==> config.mk <==
export PLATFORM = sky130hd
export DESIGN_NAME = hyst_coef_filter
export DESIGN_NICKNAME = d
export VERILOG_FILES = /design/src/rtl/hlpf_pkg.sv /design/src/rtl/hlpf_stepgen.sv /design/src/rtl/hlpf_accum.sv /design/src/rtl/hlpf_pointer.sv /design/src/rtl/hyst_coef_filter.sv
export SDC_FILE = /design/constraint.sdc
export NUM_CORES = 1
export LEC_CHECK = 0
export BUFFER_PORTS_ARGS = -buffer_cell sky130_fd_sc_hd__buf_2
export CORE_UTILIZATION = 45
export CTS_CLUSTER_SIZE = 10
export DETAILED_ROUTE_END_ITERATION = 12
export GPL_TIMING_DRIVEN = 1
export SLEW_MARGIN = 20
export SYNTH_ARGS = -nofsm -noshare
export SYNTH_HDL_FRONTEND = slang
export SYNTH_HIERARCHICAL = 1
export SYNTH_SLANG_ARGS = --single-unit
==> constraint.sdc <==
create_clock -name clk -period 10.6 [get_ports clk]
set_clock_uncertainty 0.05 [all_clocks]
set_input_delay 0.53 -clock clk [delete_from_list [all_inputs] [get_ports clk]]
set_output_delay 0.53 -clock clk [all_outputs]
set_load 0.05 [all_outputs]
==> src/rtl/hlpf_pkg.sv <==
package hlpf_pkg;

    typedef enum logic [1:0] {
        ST_TRACK    = 2'd0,
        ST_FIRE_INC = 2'd1,
        ST_FIRE_DEC = 2'd2
    } hlpf_state_e;

    typedef enum logic [1:0] {
        REQ_HOLD = 2'd0,
        REQ_UP   = 2'd1,
        REQ_DOWN = 2'd2
    } hlpf_req_e;

    typedef enum logic [1:0] {
        THR_NONE = 2'd0,
        THR_HIGH = 2'd1,
        THR_LOW  = 2'd2
    } hlpf_thr_e;

    typedef enum logic [1:0] {
        MV_HOLD  = 2'd0,
        MV_RAISE = 2'd1,
        MV_LOWER = 2'd2,
        MV_CLAMP = 2'd3
    } hlpf_move_e;

    // Conflicting or absent requests both collapse to a hold.
    function automatic hlpf_req_e decode_req(input logic up, input logic dn);
        hlpf_req_e r;
        unique case ({up, dn})
            2'b10:   r = REQ_UP;
            2'b01:   r = REQ_DOWN;
            default: r = REQ_HOLD;
        endcase
        return r;
    endfunction

    // Two top bits of the accumulator select the threshold band.
    function automatic hlpf_thr_e classify_top(input logic [1:0] top);
        hlpf_thr_e t;
        unique case (top)
            2'b01:   t = THR_HIGH;
            2'b10:   t = THR_LOW;
            default: t = THR_NONE;
        endcase
        return t;
    endfunction

endpackage

==> src/rtl/hlpf_stepgen.sv <==
module hlpf_stepgen
    import hlpf_pkg::*;
#(
    parameter int CNT_W = 8
) (
    input  logic             up_req,
    input  logic             dn_req,
    input  logic             acc_neg,
    output logic [CNT_W-1:0] addend,
    output logic             carry_in
);

    localparam int PAD_W = CNT_W - 2;

    hlpf_req_e req;
    logic      toward_zero;

    // Magnitude is {toward_zero, 1}: 3 toward zero, 1 away.
    // A decrement uses the inverted magnitude plus a carry-in.
    always_comb begin
        req         = decode_req(up_req, dn_req);
        toward_zero = 1'b0;
        addend      = '0;
        carry_in    = 1'b0;
        unique case (req)
            REQ_UP: begin
                toward_zero = acc_neg;
                addend      = {{PAD_W{1'b0}}, toward_zero, 1'b1};
            end
            REQ_DOWN: begin
                toward_zero = ~acc_neg;
                addend      = ~{{PAD_W{1'b0}}, toward_zero, 1'b1};
                carry_in    = 1'b1;
            end
            default: begin
                addend   = '0;
                carry_in = 1'b0;
            end
        endcase
    end

endmodule

==> src/rtl/hlpf_accum.sv <==
module hlpf_accum
    import hlpf_pkg::*;
#(
    parameter int CNT_W = 8
) (
    input  logic             clk,
    input  logic             rst_n,
    input  logic [CNT_W-1:0] addend,
    input  logic             carry_in,
    output logic [CNT_W-1:0] acc_q,
    output logic             inc_pulse,
    output logic             dec_pulse
);

    localparam int MSB = CNT_W - 1;

    logic [CNT_W-1:0] carry;
    logic [CNT_W-1:0] sum;
    logic [CNT_W-1:0] acc_d;
    hlpf_state_e      state_q;
    hlpf_state_e      state_d;

    assign carry[0] = carry_in;

    // Ripple adder: accumulator plus signed step.
    generate
        for (genvar i = 0; i < CNT_W; i++) begin : g_fa
            assign sum[i] = acc_q[i] ^ addend[i] ^ carry[i];
            if (i < CNT_W - 1) begin : g_cy
                assign carry[i+1] = (acc_q[i] & addend[i]) |
                                    (carry[i] & (acc_q[i] ^ addend[i]));
            end
        end
    endgenerate

    // State register (with the accumulator it governs).
    always_ff @(posedge clk or negedge rst_n) begin
        if (!rst_n) begin
            state_q <= ST_TRACK;
            acc_q   <= '0;
        end else begin
            state_q <= state_d;
            acc_q   <= acc_d;
        end
    end

    // Next state and next accumulator value.
    always_comb begin
        state_d = ST_TRACK;
        acc_d   = '0;
        unique case (state_q)
            ST_TRACK: begin
                acc_d = sum;
                unique case (classify_top(sum[MSB -: 2]))
                    THR_HIGH: state_d = ST_FIRE_INC;
                    THR_LOW:  state_d = ST_FIRE_DEC;
                    default:  state_d = ST_TRACK;
                endcase
            end
            ST_FIRE_INC, ST_FIRE_DEC: begin
                acc_d   = '0;
                state_d = ST_TRACK;
            end
            default: begin
                acc_d   = '0;
                state_d = ST_TRACK;
            end
        endcase
    end

    // Outputs decoded from the state alone.
    always_comb begin
        inc_pulse = 1'b0;
        dec_pulse = 1'b0;
        unique case (state_q)
            ST_FIRE_INC: inc_pulse = 1'b1;
            ST_FIRE_DEC: dec_pulse = 1'b1;
            default: begin
                inc_pulse = 1'b0;
                dec_pulse = 1'b0;
            end
        endcase
    end

endmodule

==> src/rtl/hlpf_pointer.sv <==
module hlpf_pointer
    import hlpf_pkg::*;
#(
    parameter int PTR_W   = 6,
    parameter int PTR_MIN = 0,
    parameter int PTR_MAX = 63,
    parameter int PTR_RST = 32
) (
    input  logic             clk,
    input  logic             rst_n,
    input  logic             inc_pulse,
    input  logic             dec_pulse,
    output logic [PTR_W-1:0] ptr_q
);

    localparam logic [PTR_W-1:0] LIM_HI = PTR_W'(PTR_MAX);
    localparam logic [PTR_W-1:0] LIM_LO = PTR_W'(PTR_MIN);
    localparam logic [PTR_W-1:0] RST_V  = PTR_W'(PTR_RST);
    localparam logic [PTR_W-1:0] ONE    = PTR_W'(1);

    hlpf_move_e       move;
    logic [PTR_W-1:0] ptr_d;

    always_ff @(posedge clk or negedge rst_n) begin
        if (!rst_n) ptr_q <= RST_V;
        else        ptr_q <= ptr_d;
    end

    always_comb begin
        move = MV_HOLD;
        unique case ({inc_pulse, dec_pulse})
            2'b10:   move = (ptr_q >= LIM_HI) ? MV_CLAMP : MV_RAISE;
            2'b01:   move = (ptr_q <= LIM_LO) ? MV_CLAMP : MV_LOWER;
            default: move = MV_HOLD;
        endcase
    end

    always_comb begin
        unique case (move)
            MV_RAISE: ptr_d = ptr_q + ONE;
            MV_LOWER: ptr_d = ptr_q - ONE;
            default:  ptr_d = ptr_q;
        endcase
    end

endmodule

==> src/rtl/hyst_coef_filter.sv <==
module hyst_coef_filter
    import hlpf_pkg::*;
#(
    parameter int CNT_W   = 8,
    parameter int PTR_W   = 6,
    parameter int PTR_MIN = 0,
    parameter int PTR_MAX = (1 << PTR_W) - 1,
    parameter int PTR_RST = 1 << (PTR_W - 1)
) (
    input  logic             clk,
    input  logic             rst_n,
    input  logic             up_req,
    input  logic             dn_req,
    output logic             inc_pulse,
    output logic             dec_pulse,
    output logic [PTR_W-1:0] coef_ptr
);

    localparam int SIGN_BIT = CNT_W - 1;

    logic [CNT_W-1:0] acc_q;
    logic [CNT_W-1:0] step_addend;
    logic             step_cin;

    hlpf_stepgen #(
        .CNT_W (CNT_W)
    ) u_step (
        .up_req   (up_req),
        .dn_req   (dn_req),
        .acc_neg  (acc_q[SIGN_BIT]),
        .addend   (step_addend),
        .carry_in (step_cin)
    );

    hlpf_accum #(
        .CNT_W (CNT_W)
    ) u_acc (
        .clk       (clk),
        .rst_n     (rst_n),
        .addend    (step_addend),
        .carry_in  (step_cin),
        .acc_q     (acc_q),
        .inc_pulse (inc_pulse),
        .dec_pulse (dec_pulse)
    );

    hlpf_pointer #(
        .PTR_W   (PTR_W),
        .PTR_MIN (PTR_MIN),
        .PTR_MAX (PTR_MAX),
        .PTR_RST (PTR_RST)
    ) u_ptr (
        .clk       (clk),
        .rst_n     (rst_n),
        .inc_pulse (inc_pulse),
        .dec_pulse (dec_pulse),
        .ptr_q     (coef_ptr)
    );

endmodule

Word-level counts from Yosys, hierarchy flattened --
Cells that the tools add are included. W data, S select, Z words.
Operators by class: add/sub/neg operators 2, magnitude comparators 2, eq/ne operators 14, multiplexer cells 14, bitwise gates (word level) 39, reductions and logical operators 2
Operators by type and width (number):
- $pmux W2 S2 | 4
- $pmux W8 S2 | 1
- $xor A1 B1 Y1 | 16
- $and A1 B1 Y1 | 14
- $eq A2 B1 Y1 const B | 7
- $eq A2 B2 Y1 const B | 7
- $pmux W6 S2 | 1
- $mux W8 | 1
- $not A2 Y8 | 1
- $or A1 B1 Y1 | 7
- $add A6 B1 Y6 const B | 1
- $ge A6 B6 Y1 const B | 1
- $le A6 B1 Y1 const B | 1
- $mux W2 | 3
- $sub A6 B1 Y6 const B | 1
- $mux W1 | 4
- $logic_not A2 Y1 | 1
- $reduce_bool A2 Y1 | 1
- $not A1 Y1 | 1
Word-level totals: bits in registers 16, logic and storage cells 76

Depth between registers and ports, before layout --
depth in word-level cells 26, mapped depth 15, gate-level depth less buffers 15

By module --
Netlist, hierarchy kept.
By module, submodules not included:
- hlpf_accum | times used 1, cells each 48, area an instance 544.3 um2
- hlpf_pointer | times used 1, cells each 59, area an instance 534.3 um2
- hlpf_stepgen | times used 1, cells each 13, area an instance 106.4 um2

Worst setup path after synthesis --
OpenSTA, ideal clock, no wires.
path type input-to-reg, start in up_req, end reg u_acc.state_q[1], data arrival time 3.750 ns, required time 10.430 ns, path slack 6.680 ns, stages on the path 14, buffers on the path 0, cells stage by stage inv_1 > ha_1 > inv_1 > fa_1 > fa_1 > fa_1 > fa_1 > fa_1 > inv_1 > fa_1 > inv_1 > fa_1 > xnor3_1 > and3_1
RTL lines:
- from (decl) | RTL line hyst_coef_filter.sv:12 | input logic up_req,
- $eq A2 B1 Y1 / $eq A2 B2 Y1 (equally long branches) | RTL line hlpf_pkg.sv:31 | unique case ({up, dn})
- $pmux W2 S2 * | RTL line hlpf_pkg.sv:31
- $eq A2 B2 Y1 * | RTL line hlpf_stepgen.sv:25 | unique case (req)
- $mux W1 * | RTL line hlpf_stepgen.sv:25
- named net step_cin | RTL line hyst_coef_filter.sv:23 | logic step_cin;
- $and A1 B1 Y1 * | RTL line hlpf_accum.sv:31 | (carry[i] & (acc_q[i] ^ addend[i]));
- $or A1 B1 Y1 * | RTL line hlpf_accum.sv:30 | assign carry[i+1] = (acc_q[i] & addend[i]) |
- $and A1 B1 Y1 * | RTL line hlpf_accum.sv:31
- [... 11 more ...]
- $xor A1 B1 Y1 | RTL line hlpf_accum.sv:28 | assign sum[i] = acc_q[i] ^ addend[i] ^ carry[i];
- $eq A2 B2 Y1 / $eq A2 B1 Y1 (equally long branches) | RTL line hlpf_pkg.sv:42 | unique case (top)
- $pmux W2 S2 * | RTL line hlpf_pkg.sv:42
- $mux W2 * | RTL line hlpf_accum.sv:51 | unique case (state_q)
- $eq A2 B2 Y1 / $eq A2 B1 Y1 (equally long branches) | RTL line hlpf_accum.sv:54 | unique case (classify_top(sum[MSB -: 2]))
- $pmux W2 S2 * | RTL line hlpf_accum.sv:54
- $mux W2 * | RTL line hlpf_accum.sv:51
- named net u_acc.state_d[1] | RTL line hlpf_accum.sv:21 | hlpf_state_e state_d;
- to (signal assigned) | RTL line hlpf_accum.sv:42 | state_q <= state_d;
- to (decl) | RTL line hlpf_accum.sv:20 | hlpf_state_e state_q;
The timed path passes the listed nets; every way through them passes the cells marked *. The select of a mux whose other input is x is not followed. A chain may end at the register's enable or synchronous reset.

Final worst setup path --
Ends and elaborated chain as after synthesis.

==> qor.csv <==
stage;metric;value;unit
clock_tree;clkTransAtPathRegs;0.09;ns
drt;wl_met3;108;um
clock_tree;clkSinkCount;16;
run_status;outcome;finished clean;
cells_and_area;syn_to_final_growth;4.54;%
power;power_switching;0.150;mW
synthesis;yosys.area.top_type_share;31.7;%
drt;postRouteAntennaNets;0;
power;fin_total_pwr;0.321;mW
die;die_h;53.3;um
sta;period_share;37.7;%
drt;firstDrtPassIters;4;
synthesis;ys_ff_latch;16;
synthesis;synthFlopType;dfrtp_1;
drt;wl_met1;899;um
sta;rsz0062_at_grt;no;
drt;wl;1.91;mm
power;p_per_area;259;nW/um2
global_route;grt_pass1_vias;748;
clock_tree;h-tree-depth;1;
power;intPower;0.171;mW
synthesis;yosysSeqAreaShare;33.9;%
worst_setup_path;crit_arrival;4.13;ns
synthesis;yosysTopAreaCell;dfrtp_1;
worst_setup_path;cpMostUsedCell;fa_1;
drt;routedWlPerCell;12.4;um
drt;drt_iter0_markers;15;
worst_setup_path;cp_cell_sequence;buf_2 > inv_1 > ha_1 > inv_1 > fa_1 > fa_1 > fa_1 > fa_1 > fa_1 > inv_1 > fa_1 > inv_1 > fa_1 > xnor3_1 > and3_1;
clock_tree;cts_root_buf;clkbuf_4;
sta;tightest_slew;0.420;ns
cells_and_area;diodes;0;
worst_setup_path;cp_data_required_time;10.73;ns
power;combPwrFrac;52.0;%
worst_setup_path;critical_path.max_stage_delay;0.40;ns
worst_setup_path;critical_path_buf_inv_count;5;
clock_tree;ctsHoldBuffers;0;
global_route;grt_max_degree;17;
sta;slew_violations;0;
global_route;grt.total_usage;16.3;%
worst_setup_path;crit_slowest_cell;fa_1;
power;peakVddDrop;153;uV
drt;viasPerCell;5.15;
synthesis;async_reset_ff_share;100;%
cells_and_area;fin_nets;144;
synthesis;yosysWarnings;6;
power;clock_power_share;12.3;%
sta;holdWs;0.0954;ns
power;seqPwrFrac;35.7;%
die;coreArea;2480;um2
clock_tree;cts_setup_buffers;0;
placement;place_hpwl;1.45;mm
synthesis;synth_most_common_cell;inv_1;
worst_setup_path;worstPathMaxFanout;8;
clock_tree;clk_latency;0.28;ns
cells_and_area;finalNonFillerCells;154;
die;die_w;53.3;um
sta;finalSetupViolCount;0;
drt;via_count;793;
min_path;hp-class;input port to asynchronous set/reset pin;
drt;wl_met2;879;um
sta;hold_viol_final;0;
clock_tree;ctsResizeCount;0;
cells_and_area;fillers;239;
clock_tree;cts_buffers;3;
global_route;overflow;0;
global_route;grt_antenna_before_repair;0;
synthesis;synth_common_cells;inv_1 (22), dfrtp_1 (15), nor2_1 (9), ha_1 (8), fa_1 (7);
sta;slew_headroom;72.0;%
power;switching_share;46.8;%
die;die_area;2840;um2
clock_tree;cts_tree;done;
synthesis;ys_types;39;
sta;fmax;250;MHz
synthesis;synthCells;120;
global_route;grt_pass1_wl;3.28;mm
sta;tns;0;ns
die;start_util;47.8;%
clock_tree;clockBufferDepth;2;
synthesis;synthesis.area;1180;um2
synthesis;synth.area.top_cells;dfrtp_1 (32%), fa_1 (12%), ha_1 (8.4%);
drt;drc;0;
placement;gp_congestion;0.707;
cells_and_area;drive_gt1_share;17.7;%
worst_setup_path;cp-end-kind;flop;
worst_setup_path;crit_family;adder cells;
die;rows;18;
placement;place_inst;150;
power;p_leak;0.596;nW
synthesis;syn_nets;139;
drt;topRoutingLayerUsed;met4;
synthesis;syn_avg_cell_area;9.87;um2
cells_and_area;final_core_util;50.0;%
placement;port_buffers;11;
synthesis;synth_edf_count;0;
flow_run;maxCapViolCount;0;
worst_setup_path;critPathKind;input port to flop;
die;pin_count;12;
worst_setup_path;startpoint_type;input port;
sta;fin_crit;4.00;ns
worst paths after layout:
check                          startpoint          endpoint  slack [ns]  cells past startpoint
max                                up_req  u_acc/state_q[1]        6.60                     15
min                                 rst_n    u_ptr/ptr_q[3]         0.1                      1
max reg2reg                u_acc/acc_q[0]  u_acc/state_q[1]        7.01                     12
min reg2reg                u_ptr/ptr_q[4]    u_ptr/ptr_q[4]        0.53                      1
max in group asynchronous           rst_n    u_ptr/ptr_q[5]       10.10                      1
min in group clk           u_ptr/ptr_q[4]    u_ptr/ptr_q[4]        0.53                      1
power groups by stage:
stage	clock [mW]	combinational [mW]	sequential, mW
final	0.0397	0.167	0.115
after global placement	0	0.164	0.115
after floorplan	0	0.122	0.131
after CTS	0.0413	0.168	0.115
after global routing	0.0438	0.185	0.119
after detailed placement	0	0.167	0.116
layer usage:
layer  vias up  global-route usage (%)
li1        385                       -
met1       382                    22.7
met5         -                       0
met2        22                    24.6
met4         0                    3.51
met3         4                    4.89
sequential cells by signal, summed over array words and instances, names as in the netlist:
name and cells:
u_acc/acc_q 8, u_acc/state_q 2, u_ptr/ptr_q 6
cells by family (layout without fill, tap and decap cells):
logic type | after synthesis | after routing | share of synthesized area (%)
compound gates | 15 | 15 | 9.50
xor+xnor | 7 | 7 | 6.34
fa+ha+maj | 15 | 15 | 20.3
buf+inv | 33 | 37 | 13.3
flops | 16 | 16 | 33.9
mux | 2 | 2 | 1.80
simple gates | 32 | 32 | 14.9
area by class of cell:
cell class / instances / area [um2] / area share [%]
clock buffer: 4 / 36.3 / 2.93
inverter: 22 / 82.6 / 6.67
multi-input combinational: 71 / 626 / 50.5
sequential: 16 / 402 / 32.4
tap: 30 / 37.5 / 3.03
timing repair buffer: 11 / 55.1 / 4.44
worst register-to-register path, stage by stage, from the launching register on:
cell and delay (ns):
dfrtp_1 0.34, inv_1 0.06, fa_1 0.44, fa_1 0.39, fa_1 0.39, fa_1 0.40
fa_1 0.38, inv_1 0.08, fa_1 0.16, inv_1 0.05, fa_1 0.36, xnor3_1 0.21
and3_1 0.19
per-stage QoR:
stage               cell area, um2  worst slack, ns
floorplan                     1180             6.68
global placement              1200             6.42
detailed placement            1200             6.25
CTS                           1240             6.57
global route                  1240             6.40
finish                        1240             6.60
cells in the final DEF, fill, tap and decap left out, types with 2 or more instances in the layout:
| cell type | instances |
|---|---|
| nor4b_1 | 2 |
| buf_2 | 11 |
| a21o_1 | 2 |
| nor2_1 | 9 |
| inv_1 | 22 |
| clkbuf_4 | 3 |
| and3_1 | 2 |
| xnor2_1 | 3 |
| fa_1 | 7 |
| and2_1 | 2 |
| dfrtp_1 | 15 |
| ha_1 | 8 |
| nor2b_1 | 2 |
| xor2_1 | 3 |
| nand3_1 | 4 |
| a21oi_1 | 3 |
| nand2_1 | 4 |
| nor3_1 | 3 |
Power figures use the tool's default switching activity.
